## src/rtl/pmc_pkg.sv

```systemverilog
package pmc_pkg;

   // Scheme used to impose the modulus on the chained slices
   typedef enum logic {
      MODE_CLEAR   = 1'b0,
      MODE_PRELOAD = 1'b1
   } mod_mode_e;

endpackage

```

## src/rtl/pmc_nibble_slice.sv

```systemverilog
// One narrow counter slice: synchronous clear over load over count.
module pmc_nibble_slice #(
   parameter int SLICE_W = 4
) (
   input  logic               clk,
   input  logic               sync_clr,
   input  logic               sync_ld,
   input  logic [SLICE_W-1:0] ld_val,
   input  logic               cnt_en,
   output logic [SLICE_W-1:0] q,
   output logic               carry_o
);

   localparam logic [SLICE_W-1:0] ONE = SLICE_W'(1);

   always_ff @(posedge clk) begin
      if (sync_clr)
         q <= '0;
      else if (sync_ld)
         q <= ld_val;
      else if (cnt_en)
         q <= q + ONE;
   end

   // Carry enables the next slice only when this slice is enabled and full
   assign carry_o = cnt_en & (&q);

endmodule

```

## src/rtl/pmc_wrap_ctrl.sv

```systemverilog
// Decides when the whole chain clears or reloads, and flags the terminal state.
module pmc_wrap_ctrl
   import pmc_pkg::*;
#(
   parameter int                CNT_W  = 8,
   parameter logic [CNT_W-1:0]  LAST_V = '1
) (
   input  logic             rst_n,
   input  logic             en_i,
   input  mod_mode_e        mode,
   input  logic [CNT_W-1:0] count,
   input  logic             full_carry,
   output logic             clr_o,
   output logic             ld_o,
   output logic             tc_o
);

   logic term_clear;
   logic term_pre;

   always_comb begin
      term_clear = en_i & (count == LAST_V);
      term_pre   = full_carry;
      clr_o      = 1'b0;
      ld_o       = 1'b0;
      tc_o       = 1'b0;
      unique case (mode)
         MODE_CLEAR: begin
            tc_o  = term_clear;
            clr_o = ~rst_n | term_clear;
         end
         MODE_PRELOAD: begin
            tc_o  = term_pre;
            ld_o  = ~rst_n | term_pre;
         end
         default: ;
      endcase
   end

endmodule

```

## src/rtl/cascaded_mod_counter.sv

```systemverilog
module cascaded_mod_counter
   import pmc_pkg::*;
#(
   parameter int SLICE_W    = 4,
   parameter int NUM_SLICES = 2,
   parameter int MODULUS    = 193
) (
   input  logic                          clk,
   input  logic                          rst_n,
   input  logic                          en_i,
   input  logic                          mode_i,
   output logic [SLICE_W*NUM_SLICES-1:0] count_o,
   output logic                          tc_o
);

   localparam int               CNT_W   = SLICE_W * NUM_SLICES;
   localparam int               FULL    = 1 << CNT_W;
   localparam logic [CNT_W-1:0] LAST_V  = CNT_W'(MODULUS - 1);
   localparam logic [CNT_W-1:0] START_V = CNT_W'(FULL - MODULUS);

   // Elaboration-time parameter checks
   if (SLICE_W < 1) begin : g_bad_width
      $error("cascaded_mod_counter: SLICE_W must be at least 1");
   end
   if (NUM_SLICES < 2) begin : g_bad_slices
      $error("cascaded_mod_counter: NUM_SLICES must be at least 2");
   end
   if (MODULUS <= (1 << SLICE_W) || MODULUS > FULL) begin : g_bad_modulus
      $error("cascaded_mod_counter: MODULUS out of range");
   end

   mod_mode_e            mode;
   logic                 chain_clr;
   logic                 chain_ld;
   logic [NUM_SLICES:0]  en_chain;
   logic [CNT_W-1:0]     count;

   assign mode        = mod_mode_e'(mode_i);
   assign en_chain[0] = en_i;

   // Carry chain: slice k counts when every slice below it is full
   for (genvar k = 0; k < NUM_SLICES; k++) begin : g_slice
      pmc_nibble_slice #(.SLICE_W(SLICE_W)) slice_i (
         .clk      (clk),
         .sync_clr (chain_clr),
         .sync_ld  (chain_ld),
         .ld_val   (START_V[k*SLICE_W +: SLICE_W]),
         .cnt_en   (en_chain[k]),
         .q        (count[k*SLICE_W +: SLICE_W]),
         .carry_o  (en_chain[k+1])
      );
   end

   pmc_wrap_ctrl #(.CNT_W(CNT_W), .LAST_V(LAST_V)) ctrl_i (
      .rst_n      (rst_n),
      .en_i       (en_i),
      .mode       (mode),
      .count      (count),
      .full_carry (en_chain[NUM_SLICES]),
      .clr_o      (chain_clr),
      .ld_o       (chain_ld),
      .tc_o       (tc_o)
   );

   assign count_o = count;

endmodule

```

## config.mk

```make
export PLATFORM = sky130hd
export DESIGN_NAME = cascaded_mod_counter
export DESIGN_NICKNAME = d
export VERILOG_FILES = /design/src/rtl/pmc_pkg.sv /design/src/rtl/pmc_nibble_slice.sv /design/src/rtl/pmc_wrap_ctrl.sv /design/src/rtl/cascaded_mod_counter.sv
export SDC_FILE = /design/constraint.sdc
export NUM_CORES = 1
export LEC_CHECK = 0
export ABC_CLOCK_PERIOD_IN_PS = 1600
export BUFFER_PORTS_ARGS = -buffer_cell sky130_fd_sc_hd__clkbuf_2
export CAP_MARGIN = 20
export CORE_AREA = 2 2 39 41
export CTS_BUF_LIST = sky130_fd_sc_hd__clkbuf_8
export CTS_CLUSTER_SIZE = 10
export DETAILED_ROUTE_END_ITERATION = 12
export DIE_AREA = 0 0 41 43
export GPL_ROUTABILITY_DRIVEN = 0
export GPL_TIMING_DRIVEN = 0
export PLACE_DENSITY = 0.7
export SLEW_MARGIN = 25
export SYNTH_ARGS = -nofsm -noshare
export SYNTH_HDL_FRONTEND = slang
export SYNTH_SLANG_ARGS = --single-unit
```

## constraint.sdc

```tcl
create_clock -name clk -period 1.6 [get_ports clk]
set_input_delay 0.32 -clock clk [delete_from_list [all_inputs] [get_ports clk]]
set_output_delay 0.32 -clock clk [all_outputs]
set_load 0.02 [all_outputs]
```

==> metrics.txt <==
final setup fails=1; Die Wd=around 41 µm; post-synthesis sequential area ratio=a little under a third; Clock Tree Buf Depth=2; met1 usage=between 10% and 20%; boundary pin count=13; Slew @ Worst Pin=~0.32 ns; H-tree levels=1; Finished Layout Cells=88; Static Leak=between 0.2 and 0.3 nW; total wire length=about 1.1 mm; Initial DRC Count=5; Critical Path RT=approximately 1.3 ns; DRC=0; Mapped Cells=54; grt met3 use=6.283%; M2 GR Usage=21.88%; Synth top area share=~30%; class of the worst hold path=in -> reg; Clock Sinks=8; Nets=82; CP Launch Type=register; Slew HR=around 79%; clock root buffer=clkbuf_8; TritonCTS clock tree=built; worst setup margin=-0.4088 ns; outcome=complete, but fails checks; total track usage=between 10% and 20%; Inserted Diodes=0; crit path max-delay cell type=or4b_4; Die Y-Extent=43 µm; synth top area cells=dfxtp_1, ha_1, or4b_4, a21oi_1, o22ai_2; RSZ-0062 raised after global routing=yes; Post-DRT Antenna Nets=0; Synth Cell Area=529.3 µm²; Routed wire per std cell=between 10 and 15 µm; Crit Path Category=reg -> out; Synth area leader=dfxtp_1; layout cell share with drive strength beyond 1=48.61%; via count=472; Max VDD drop=between 600 and 700 µV; largest net degree at the start of global routing=8; utilization after layout=between 50 and 60%; worst skew pair latency=0.23 ns; failing checks=negative setup slack; Post-Route Skew=~0.00033 ns; power per cell area=about 1000 mW/mm²; global routing's busiest layer=met2; crit path max fanout=5; Critical Path AT=approximately 1.7 ns; DP Cell Count=81; setup tns final=-0.4088 ns; Slew Limit Fails=0; vias in the first global route=411; vias per inst=5.364; die footprint=about 0.0018 mm²; flops & latches, synth=8; Final period util=125.5%; initial antenna violation count=0; syn_nets=62; Biggest register=g_slice.slice_i.q; FF+latch area=between 150 and 200 µm²; biggest regs=g_slice.slice_i.q (8); multi-input combinational cell area=350.3 µm²; FILL cells=129; Worst Setup End Kind=primary output; final critical-path required period=about 2.0 ns; worst-path cell chain=inv_4, ha_4, nand4_4, or4b_4, o22ai_4, buf_8; Synth Area per Inst=~10 µm²; GR Overflow Total=0; initial core utilization=about two fifths; drt first pass iters=3; pre-CTS setup slack=-0.1840 ns; clk slew on worst S/H paths=0.04 ns; # Max-Cap Violations=0; Yosys cell types=23; global-route wire length before repair=about 1.6 mm; core region area=roughly 0.0014 mm²; Critical Path Max Stage Delay=0.55 ns; Final Hold Viols=0; IO buf count=11; number of flip-flops in the largest register=8; # rows=14; fmax=around 500 MHz; CTS Buf Count=3; YS warnings=0; area grow syn2layout=35.70%
-- kinds of logic (layout without fill, tap and decap cells) --
kind of cell	count (synthesis)	in the layout	share of synthesized area, %
flops	8	8	30.26
compound gates	14	14	22.46
fa+ha+maj	4	4	9.457
mux	1	1	1.891
xor+xnor	4	4	6.621
buf+inv	8	26	7.327
simple gates	15	15	21.99
-- layout make-up --
| type | instances | share of cell area (%) |
|---|---|---|
| Buffer | 2 | 2.265 |
| Timing Repair Buffer | 15 | 13.24 |
| Tap cell | 16 | 2.787 |
| Inverter | 6 | 3.484 |
| Sequential cell | 8 | 23.69 |
| Multi-Input combinational cell | 38 | 48.78 |
| Clock buffer | 3 | 5.749 |
-- through the flow --
step	power [W]	area [µm²]	hold slack (ns)
global route	0.0007933	718.2	0.4259
finish	0.0007429	718.2	0.4128
global placement	0.0004895	633.1	0.5118
floorplan	0.0004346	558.0	0.5027
detailed placement	0.0004995	633.1	0.5232
CTS	0.0007471	683.2	0.4044
-- path summary, 6_finish.rpt --
check	start	end	slack (ns)	depth (start not counted)
max	g_slice[1].slice_i.q[1]	tc_o	-0.41	6
min	rst_n	g_slice[1].slice_i.q[3]	0.41	3
max reg2reg	g_slice[1].slice_i.q[0]	g_slice[1].slice_i.q[1]	0.11	5
min reg2reg	g_slice[1].slice_i.q[1]	g_slice[1].slice_i.q[1]	0.53	2
-- worst max-delay path, delay by kind of cell, from the launching register on --
kind / cells / cell delay (ns)
simple gates: 2 / 0.65
flops: 1 / 0.35
buf+inv: 2 / 0.19
compound gates: 1 / 0.15
fa+ha+maj: 1 / 0.13
-- cell usage after synthesis --
cell type	n
xor2_1	2
nand4_4	1
a21oi_1	5
a211oi_1	1
nand4_1	2
a2bb2o_4	1
mux2i_1	1
ha_1	4
o21ai_0	2
buf_2	1
nand3_1	2
or3_1	2
buf_6	1
a31oi_1	1
inv_1	6
xnor2_1	2
dfxtp_1	8
or4b_4	2
a211oi_2	1
a22oi_2	1
o22ai_2	2
nand2_1	4
and4_1	2
-- cells in the final DEF, fill, tap and decap left out, drive strengths merged --
master,synthesis,routed
or3,2,2
ha,4,4
mux2i,1,1
o21ai,2,2
nand4,3,3
nand3,2,2
a211oi,2,2
buf,2,7
a2bb2o,1,1
dfxtp,8,8
a21oi,5,5
o22ai,2,2
clkbuf,0,13
and4,2,2
xor2,2,2
a22oi,1,1
a31oi,1,1
inv,6,6
nand2,4,4
or4b,2,2
xnor2,2,2
-- where the power goes --
part	internal, W	switching (W)
sequential	0.000240	0.0000503
combinational	0.0000962	0.000117
clock	0.000163	0.0000767
-- metal layers --
metal	vias to the layer above	wire (µm)
met2	9	548
met1	224	427
met5	-	0
met4	0	23
met3	3	57
li1	236	-
-- what timing repair did --
item / 4_1_cts / 5_1_grt
buffers inserted: 0 / 4
pin swaps: 0 / 3
hold buffers: 0 / 0
endpoints found under the setup margin: 1 / 2
resized for setup: 2 / 3
Note: power is estimated with default switching activity, not from simulation.
